**src/rtl/usbdev_regs_pkg.sv**
```systemverilog
package usbdev_regs_pkg;

    localparam int unsigned DATA_W = 32;
    localparam int unsigned NFEAT  = 6;
    localparam int unsigned FADR_W = 7;

    // byte offsets of the registers
    localparam logic [7:0] OFS_CONF = 8'h00;
    localparam logic [7:0] OFS_STS  = 8'h04;
    localparam logic [7:0] OFS_CMD  = 8'h08;
    localparam logic [7:0] OFS_IEN  = 8'h14;
    localparam logic [7:0] OFS_ISTS = 8'h18;

    // per-feature strobe positions, status position and reset value
    // order: device enable, L1, U1, U2, DMA clock-off, force full speed
    localparam int unsigned ON_POS  [NFEAT] = '{14, 16, 24, 26, 10, 13};
    localparam int unsigned OFF_POS [NFEAT] = '{15, 17, 25, 27, 11, 12};
    localparam int unsigned STS_POS [NFEAT] = '{14, 16, 24, 25, 30, 0};
    localparam logic [NFEAT-1:0] STS_SHOWN = 6'b01_1111;
    localparam logic [NFEAT-1:0] FEAT_RST  = 6'b00_0000;

    localparam int unsigned STS_U2CLK_POS  = 8;
    localparam int unsigned STS_ADDRD_POS  = 15;
    localparam int unsigned CMD_COMMIT_POS = 0;

    // interrupt positions that exist
    localparam logic [DATA_W-1:0] IRQ_IMPL = 32'h0007_040F;

    typedef struct packed {
        logic [FADR_W-1:0] fn_addr;
        logic              addressed;
    } cmd_state_t;

endpackage

```
**src/rtl/usbdev_strobe_cell.sv**
```systemverilog
module usbdev_strobe_cell #(
    parameter logic RST_VAL = 1'b0
) (
    input  logic clk,
    input  logic rst_n,
    input  logic on_stb,
    input  logic off_stb,
    output logic state
);

    logic state_d;
    logic state_q;

    always_comb begin
        state_d = state_q;
        if (on_stb && !off_stb) begin
            state_d = 1'b1;
        end else if (off_stb && !on_stb) begin
            state_d = 1'b0;
        end
    end

    always_ff @(posedge clk or negedge rst_n) begin
        if (!rst_n) begin
            state_q <= RST_VAL;
        end else begin
            state_q <= state_d;
        end
    end

    assign state = state_q;

endmodule

```
**src/rtl/usbdev_irq_bank.sv**
```systemverilog
module usbdev_irq_bank #(
    parameter int unsigned     W    = 32,
    parameter logic [W-1:0]    IMPL = '1
) (
    input  logic         clk,
    input  logic         rst_n,
    input  logic         ien_we,
    input  logic         ists_we,
    input  logic [W-1:0] wdata,
    input  logic [W-1:0] evt,
    output logic [W-1:0] ien,
    output logic [W-1:0] ists,
    output logic         irq
);

    typedef struct packed {
        logic [W-1:0] en;
        logic [W-1:0] st;
    } bank_t;

    bank_t bk_d;
    bank_t bk_q;

    always_comb begin
        bk_d = bk_q;
        if (ien_we) begin
            bk_d.en = wdata & IMPL;
        end
        if (ists_we) begin
            bk_d.st = bk_q.st & ~wdata;
        end
        // a new event overrides a clear in the same cycle
        bk_d.st = (bk_d.st | evt) & IMPL;
    end

    always_ff @(posedge clk or negedge rst_n) begin
        if (!rst_n) begin
            bk_q <= '0;
        end else begin
            bk_q <= bk_d;
        end
    end

    assign ien  = bk_q.en;
    assign ists = bk_q.st;
    assign irq  = |(bk_q.st & bk_q.en);

endmodule

```
**src/rtl/usbdev_ctrl_regs.sv**
```systemverilog
module usbdev_ctrl_regs
    import usbdev_regs_pkg::*;
#(
    parameter int unsigned ADDR_W = 8
) (
    input  logic              clk,
    input  logic              rst_n,
    input  logic [ADDR_W-1:0] bus_addr,
    input  logic              bus_wr,
    input  logic [31:0]       bus_wdata,
    output logic [31:0]       bus_rdata,
    input  logic [31:0]       link_evt,
    output logic [5:0]        feat_o,
    output logic [6:0]        fn_addr_o,
    output logic              irq_o
);

    localparam logic [ADDR_W-1:0] A_CONF = ADDR_W'(OFS_CONF);
    localparam logic [ADDR_W-1:0] A_STS  = ADDR_W'(OFS_STS);
    localparam logic [ADDR_W-1:0] A_CMD  = ADDR_W'(OFS_CMD);
    localparam logic [ADDR_W-1:0] A_IEN  = ADDR_W'(OFS_IEN);
    localparam logic [ADDR_W-1:0] A_ISTS = ADDR_W'(OFS_ISTS);

    logic conf_we;
    logic cmd_we;
    logic ien_we;
    logic ists_we;

    assign conf_we = bus_wr && (bus_addr == A_CONF);
    assign cmd_we  = bus_wr && (bus_addr == A_CMD);
    assign ien_we  = bus_wr && (bus_addr == A_IEN);
    assign ists_we = bus_wr && (bus_addr == A_ISTS);

    // feature strobe cells
    logic [NFEAT-1:0] feat_w;

    for (genvar g = 0; g < NFEAT; g++) begin : g_feat
        usbdev_strobe_cell #(
            .RST_VAL (FEAT_RST[g])
        ) i_cell (
            .clk     (clk),
            .rst_n   (rst_n),
            .on_stb  (conf_we && bus_wdata[ON_POS[g]]),
            .off_stb (conf_we && bus_wdata[OFF_POS[g]]),
            .state   (feat_w[g])
        );
    end

    // interrupt bank
    logic [31:0] ien_w;
    logic [31:0] ists_w;
    logic        irq_w;

    usbdev_irq_bank #(
        .W    (DATA_W),
        .IMPL (IRQ_IMPL)
    ) i_irq (
        .clk     (clk),
        .rst_n   (rst_n),
        .ien_we  (ien_we),
        .ists_we (ists_we),
        .wdata   (bus_wdata),
        .evt     (link_evt),
        .ien     (ien_w),
        .ists    (ists_w),
        .irq     (irq_w)
    );

    // command word state
    cmd_state_t st_d;
    cmd_state_t st_q;

    always_comb begin
        st_d = st_q;
        if (cmd_we && bus_wdata[CMD_COMMIT_POS]) begin
            st_d.fn_addr = bus_wdata[FADR_W:1];
            if (bus_wdata[FADR_W:1] != '0) begin
                st_d.addressed = 1'b1;
            end
        end
    end

    always_ff @(posedge clk or negedge rst_n) begin
        if (!rst_n) begin
            st_q <= '0;
        end else begin
            st_q <= st_d;
        end
    end

    // status word assembly
    logic [31:0] sts_word;

    always_comb begin
        sts_word = '0;
        sts_word[STS_U2CLK_POS] = 1'b1;
        sts_word[STS_ADDRD_POS] = st_q.addressed;
        for (int i = 0; i < NFEAT; i++) begin
            if (STS_SHOWN[i]) begin
                sts_word[STS_POS[i]] = feat_w[i];
            end
        end
    end

    // read mux
    always_comb begin
        bus_rdata = '0;
        unique case (bus_addr)
            A_STS:   bus_rdata = sts_word;
            A_CMD:   bus_rdata = {24'h0, st_q.fn_addr, 1'b0};
            A_IEN:   bus_rdata = ien_w;
            A_ISTS:  bus_rdata = ists_w;
            default: bus_rdata = '0;
        endcase
    end

    assign feat_o    = feat_w;
    assign fn_addr_o = st_q.fn_addr;
    assign irq_o     = irq_w;

endmodule

```
**config.mk**
```make
export PLATFORM = sky130hd
export DESIGN_NAME = usbdev_ctrl_regs
export DESIGN_NICKNAME = d
export VERILOG_FILES = /design/src/rtl/usbdev_regs_pkg.sv /design/src/rtl/usbdev_strobe_cell.sv /design/src/rtl/usbdev_irq_bank.sv /design/src/rtl/usbdev_ctrl_regs.sv
export SDC_FILE = /design/constraint.sdc
export NUM_CORES = 1
export LEC_CHECK = 0
export ABC_CLOCK_PERIOD_IN_PS = 5400
export BUFFER_PORTS_ARGS = -buffer_cell sky130_fd_sc_hd__buf_2
export CAP_MARGIN = 15
export CORE_MARGIN = 2
export CORE_UTILIZATION = 46
export DETAILED_ROUTE_END_ITERATION = 6
export PLACE_DENSITY_LB_ADDON = 0.15
export SYNTH_ARGS = -nofsm -noshare
export SYNTH_HDL_FRONTEND = slang
export SYNTH_SLANG_ARGS = --single-unit
```
**constraint.sdc**
```tcl
create_clock -name clk -period 5.4 [get_ports clk]
set_input_delay 1.35 -clock clk [delete_from_list [all_inputs] [get_ports clk]]
set_output_delay 1.35 -clock clk [all_outputs]
set_load 0.03 [all_outputs]
```
==> reports/results.tsv, run 1 <==
stage	metric	value	unit
global_route	antenna_found_initial	0	
global_route	grt_use_total	20.6	%
sta	fin_ws	1.18	ns
pwr	vdd_drop_max	0.000102	V
pwr	cellPowerDensity	216	mW/mm²
route	drc_errors	0	
synthesis	synth.top_cell.area_share	40.6	%
placement	dp_hpwl	3.20	mm
pwr	pwr-share-comb	14.0	%
route	antenna_left	0	
route	wl_per_cell	15.8	µm
sta	clock_skew	0	ns
status	status	finished clean	
sta	min_period	4.22	ns
synthesis	synth_edf_count	0	
synthesis	yosysUniqueCellTypes	26	
min_path	hold_path_class	reg2reg	
floorplan	die_h	67.4	µm
clock_network	htree_levels	2	
pwr	leakage	1.16	nW
clock_network	clk_path_buf_depth	2	
synthesis	ys_seq_area_share	40.6	%
setup_path	worstPathArrival	2.87	ns
placement	gp_congestion	0.802	
setup_path	start_kind	primary input	
sta	period_share	78.1	%
setup_path	worstPathRequired	4.05	ns
pwr	switching_share	27.8	%
route	vias	1399	
clock_network	cts_tree	done	
pwr	seqPwrFrac	49.5	%
sta	clock.fmax	0.237	GHz
floorplan	die_x	67.4	µm
synthesis	ys_top_cells_by_area	dfrtp_1 (41%), mux2_2 (13%), buf_4 (11%), ha_1 (4.1%), and3_1 (3.7%)	
pwr	p_sw	0.130	mW
route	wl	4.27	mm
global_route	grt_pass1_vias	1401	
finish	drive_above_1_share	50.0	%
clock_network	root_buffer	clkbuf_8	
placement	port_buffers	71	
clock_network	cts_setup_buffers	0	
floorplan	design.die.area	0.00455	mm²
finish	finalInstanceArea	0.00217	mm²
finish	synthToLayoutAreaGrowth	17.5	%
global_route	grt_overflow_total	0	
synthesis	yosysMostFrequentCell	dfrtp_1	
floorplan	row_count	23	
setup_path	cp-end-kind	output pin	
floorplan	boundaryPins	121	
placement	post_dp_cell_area	0.00210	mm²
finish	n_antenna_cell	0	
route	drtIter0Drc	100	
clock_network	ctsHoldBuffers	0	
synthesis	syn_inst	160	
synthesis	synthTopCellsByCount	dfrtp_1 (30), buf_4 (28), mux2_2 (21)	
synthesis	yosys_warnings	0	
clock_network	clock_sinks	30	
sta	hold_violations	0	
sta	worst_slew_pin_slew	0.679	ns
clock_network	clk_pin_slew	0.06	ns
flow_run	max_cap_violations	0	
synthesis	ys.flop_type	dfrtp_1	
synthesis	async_reset_ff_share	100	%
placement	place_ws	1.20	ns
clock_network	cts_made_buffers	5	
sta	max_slew_margin	54.8	%
floorplan	initial_utilization	46.9	%
pwr	p_clk_share	36.5	%
finish	fin_nets	301	
clock_network	clock_latency	0.28	ns
floorplan	core-area	0.00394	mm²
sta	finalSetupViolCount	0	
setup_path	crit_fanout	9	
sta	rsz0062_at_grt	no	
sta	maxSlewViolCount	0	
sta	finalSetupTns	0	ns
synthesis	synth_area	0.00185	mm²
pwr	p_int	0.340	mW
setup_path	crit_type	in2out	
synthesis	ys_ff_latch	30	
synthesis	syn_avg_cell_area	11.6	µm²
global_route	grt_max_degree	31	
route	dr.pass1.iters	4	
synthesis	yosys.area.top_type	dfrtp_1	
route	vias_per_cell	5.18	
clock_network	postCtsResizedCells	0	
global_route	grt_pass1_wl	6.76	mm
==> cell families after synthesis <==
kind of cell             after synthesis  synth area share (%)
flip-flops                            30                  40.6
AND/OR/NAND/NOR                       47                  20.0
buffers and inverters                 34                  13.0
other                                  1                 0.203
multiplexers                          21                  12.8
AO/OA/AOI/OAI                         21                  9.33
adder cells (fa/ha/maj)                6                  4.06
==> state kept, by name, indices dropped and copies added, names as in the netlist <==
signal	flops
i_irq.ists	8
i_irq.ien	8
g_feat.i_cell.state	6
fn_addr_o	7
st_q	1
==> power by group through the flow <==
stage          clock network [mW]  logic [mW]  registers (mW)
5_1_grt                     0.189      0.0712           0.233
3_5_place_dp                    0      0.0660           0.237
2_1_floorplan                   0      0.0449           0.236
4_1_cts                     0.179      0.0660           0.233
3_3_place_gp                    0      0.0646           0.237
6_report                    0.172      0.0657           0.233
==> path summary, 6_finish.rpt <==
| kind | startpoint | end | slack, ns | cells after the start |
|---|---|---|---|---|
| worst min-delay path | st_q[0]$_DFFE_PN0P_ | st_q[0]$_DFFE_PN0P_ | 0.49 | 1 |
| min in group asynchronous | rst_n | i_irq.ien[0]$_DFFE_PN0P_ | 1.10 | 1 |
| worst max-delay path | bus_addr[1] | bus_rdata[1] | 1.18 | 5 |
| max in group asynchronous | rst_n | g_feat[5].i_cell.state$_DFFE_PN0P_ | 3.86 | 1 |
| worst min register to register | st_q[0]$_DFFE_PN0P_ | st_q[0]$_DFFE_PN0P_ | 0.49 | 1 |
| worst max register to register | i_irq.ien[2]$_DFFE_PN0P_ | i_irq.ien[2]$_DFFE_PN0P_ | 4.62 | 1 |
==> cells in the final DEF (no fill, tap or decap), types with 5 or more instances in the layout <==
cell	n
nand4_1	9
clkbuf_8	5
and2_1	8
buf_2	71
mux2_2	21
nand2_1	6
a21o_1	8
and3_1	11
dfrtp_1	30
conb_1	14
ha_1	6
==> layout make-up <==
cell class	count	area, µm²
Multi-Input combinational cell	109	907
Timing Repair Buffer	74	378
Clock buffer	7	76.3
Fill cell	375	1770
Sequential cell	30	751
Tap cell	50	62.6
==> per-layer routing <==
metal	up-vias	wire length (µm)	track usage, %
met5	-	0	0
met4	0	44	6.63
met3	4	314	7.50
met2	50	2110	32.4
met1	677	1800	26.3
li1	668	-	-
==> stage by stage <==
step | std cells | util [%] | hold WS, ns | power (mW)
2_1_floorplan | 173 | - | 0.434 | 0.281
3_3_place_gp | 263 | 53.2 | 0.463 | 0.301
3_5_place_dp | 263 | 53.2 | 0.471 | 0.303
4_1_cts | 270 | 55.2 | 0.492 | 0.478
5_1_grt | 270 | 55.2 | 0.499 | 0.493
6_report | 270 | 55.2 | 0.488 | 0.470
==> critical path, cell delays in order <==
cell and delay, ns:
buf_2 0.14, nor4b_4 0.56, and2_1 0.41, a221o_1 0.21, buf_2 0.19
(Power assumes the default switching activity.)
==> run 2: changes to the inputs <==
--- a/config.mk
+++ b/config.mk
@@ -5,11 +5,11 @@
 export SDC_FILE = /design/constraint.sdc
 export NUM_CORES = 1
 export LEC_CHECK = 0
-export ABC_CLOCK_PERIOD_IN_PS = 5400
+export ABC_CLOCK_PERIOD_IN_PS = 4300
 export BUFFER_PORTS_ARGS = -buffer_cell sky130_fd_sc_hd__buf_2
 export CAP_MARGIN = 15
 export CORE_MARGIN = 2
-export CORE_UTILIZATION = 46
+export CORE_UTILIZATION = 42
 export DETAILED_ROUTE_END_ITERATION = 6
 export PLACE_DENSITY_LB_ADDON = 0.15
 export SYNTH_ARGS = -nofsm -noshare
==> constraint.sdc (replaced) <==
create_clock -name clk -period 4.3 [get_ports clk]
set_input_delay 1.075 -clock clk [delete_from_list [all_inputs] [get_ports clk]]
set_output_delay 1.075 -clock clk [all_outputs]
set_load 0.03 [all_outputs]
==> run 2 against run 1 <==
Critical path type unchanged; critical path depth unchanged; core utilization down 3.3 points; design area increased by 2.5%; sequential share of layout area shrank 0.83 points; die area rose by 8.9%.
==> reports/results.tsv, run 2 (same netlist as run 1, synthesis figures left out) <==
stage	metric	value	unit	change
sta	hold_slack	0.490	ns	+0.00113 ns
global_route	grt_pass1_wl	7.10	mm	+5.0%
pwr	leakage	1.19	nW	+2.6%
status	status	finished clean		
setup_path	crit_fanout	8		-1
placement	gp_congestion	0.797		-0.55%
route	drtIter0Drc	95		-5.0%
global_route	grt_max_degree	31		unchanged
route	wl_met1	1.78	mm	-1.2%
finish	mostFrequentLayoutCells	buf_2 (71), dfrtp_1 (30), mux2_2 (21)		
finish	synthToLayoutAreaGrowth	20.4	%	
clock_network	cts_tree	done		
sta	min_period	3.68	ns	
global_route	grt_overflow_total	0		unchanged
clock_network	cts_made_buffers	5		unchanged
sta	clock_skew	0	ns	unchanged
route	antenna_left	0		unchanged
route	vias	1435		+2.6%
flow_run	max_cap_violations	0		unchanged
global_route	grt_use_total	18.3	%	-2.3 points
setup_path	crit_type	in2out		
setup_path	crit_family	simple AND/OR/NAND/NOR gates		
global_route	antenna_found_initial	0		unchanged
route	met2_length	2.20	mm	+4.4%
min_path	hold_path_class	reg2reg		
placement	dp_hpwl	3.28	mm	+2.5%
route	wl	4.36	mm	+2.2%
sta	period_share	85.6	%	
finish	n_antenna_cell	0		unchanged
sta	hold_violations	0		unchanged
finish	finalInstanceArea	0.00223	mm²	+2.5%
global_route	grt_pass1_vias	1472		+5.1%
finish	fin_nets	303		+0.66%
pwr	vdd_drop_max	0.000135	V	+32%
floorplan	boundaryPins	121		unchanged
finish	drive_above_1_share	51.4	%	+1.4 points
sta	finalSetupViolCount	0		unchanged
finish	final_core_util	51.9	%	-3.3 points
route	dr.pass1.iters	4		unchanged
clock_network	clock_latency	0.28	ns	about the same
sta	clock.fmax	0.272	GHz	
route	wl_met3	362	µm	+15%
floorplan	core-area	0.00429	mm²	+8.9%
placement	post_dp_cell_area	0.00212	mm²	+0.83%
clock_network	root_buffer	clkbuf_8		
placement	place_ws	0.611	ns	-0.589 ns
setup_path	crit_buf_inv	2		unchanged
setup_path	start_kind	primary input		
sta	maxSlewViolCount	0		unchanged
sta	fin_ws	0.619	ns	-0.561 ns
route	vias_per_cell	5.24		+1.1%
finish	mostFrequentLayoutCell	buf_2		
clock_network	ctsHoldBuffers	0		unchanged
sta	max_slew_margin	53.5	%	-1.3 points
clock_network	htree_levels	2		unchanged
clock_network	clk_pin_slew	0.06	ns	about the same
pwr	cellPowerDensity	298	mW/mm²	+38%
floorplan	initial_utilization	43.1	%	-3.8 points
floorplan	die_x	70.4	µm	+4.4%
setup_path	cp-end-kind	output pin		
clock_network	cts_setup_buffers	0		unchanged
route	routed.top_layer	met4		
route	wl_per_cell	15.9	µm	+0.76%
floorplan	row_count	24		+4.3%
placement	port_buffers	71		unchanged
setup_path	crit_path_frequent_cell	buf_2		
sta	rsz0062_at_grt	no		
clock_network	postCtsResizedCells	0		unchanged
sta	worst_slew_pin_slew	0.698	ns	+0.0188 ns
route	drc_errors	0		unchanged
setup_path	max_stage_delay	0.57	ns	about the same
floorplan	die_h	70.4	µm	+4.4%
clock_network	clock_sinks	30		unchanged
floorplan	design.die.area	0.00495	mm²	+8.9%
clock_network	clk_path_buf_depth	2		unchanged
setup_path	worstPathRequired	3.22	ns	-0.83 ns
sta	finalSetupTns	0	ns	unchanged
setup_path	crit_slowest_cell	nor4b_2		
setup_path	crit_chain	buf_2 -> nor4b_2 -> and2_1 -> a221o_1 -> buf_2		
setup_path	worstPathArrival	2.61	ns	-0.26 ns
[run 2: cell types whose count changed in the layout (fill, tap and decap cells not counted), sizes merged]
cell	change
clkbuf	-1
bufinv	+1
buf	+2
[run 2: layout make-up]
class                   count  area, µm²
clock buffers               6       82.6
clock inverters             1       30.0
fillers                   417       2070
multi-input cells         109        907
flip-flops and latches     30        751
well taps                  52       65.1
repair buffers             76        393
[run 2: per-layer routing]
layer | up-vias | track usage [%]
met5 | - | 0
met2 | 58 | 30.3
met4 | 0 | 4.70
met3 | 2 | 5.48
li1 | 673 | -
met1 | 702 | 23.2
[run 2: worst paths after layout]
| kind | cells after the start | slack, ns | end | startpoint |
|---|---|---|---|---|
| max in group asynchronous | 1 | 3.01 | i_irq.ists[2]$_DFF_PN0_ | rst_n |
| min | 1 | 0.49 | st_q[0]$_DFFE_PN0P_ | st_q[0]$_DFFE_PN0P_ |
| min reg2reg | 1 | 0.49 | st_q[0]$_DFFE_PN0P_ | st_q[0]$_DFFE_PN0P_ |
| min in group asynchronous | 1 | 0.84 | g_feat[3].i_cell.state$_DFFE_PN0P_ | rst_n |
| max reg2reg | 1 | 3.52 | i_irq.ien[18]$_DFFE_PN0P_ | i_irq.ien[18]$_DFFE_PN0P_ |
| max | 5 | 0.62 | bus_rdata[1] | bus_addr[5] |
[run 2: power by group]
group	switching [mW]	leakage [nW]	internal, mW	total (mW)
clock network	0.103	0.0573	0.185	0.288
logic	0.0565	0.759	0.0275	0.0841
registers	0.00418	0.375	0.288	0.292
[run 2: metrics by stage]
step                      total power [mW]  std cells
after detailed placement             0.382        267
after CTS                            0.674        274
after global placement               0.380        267
final                                0.664        274
after floorplan                      0.353        173
after global routing                 0.694        274
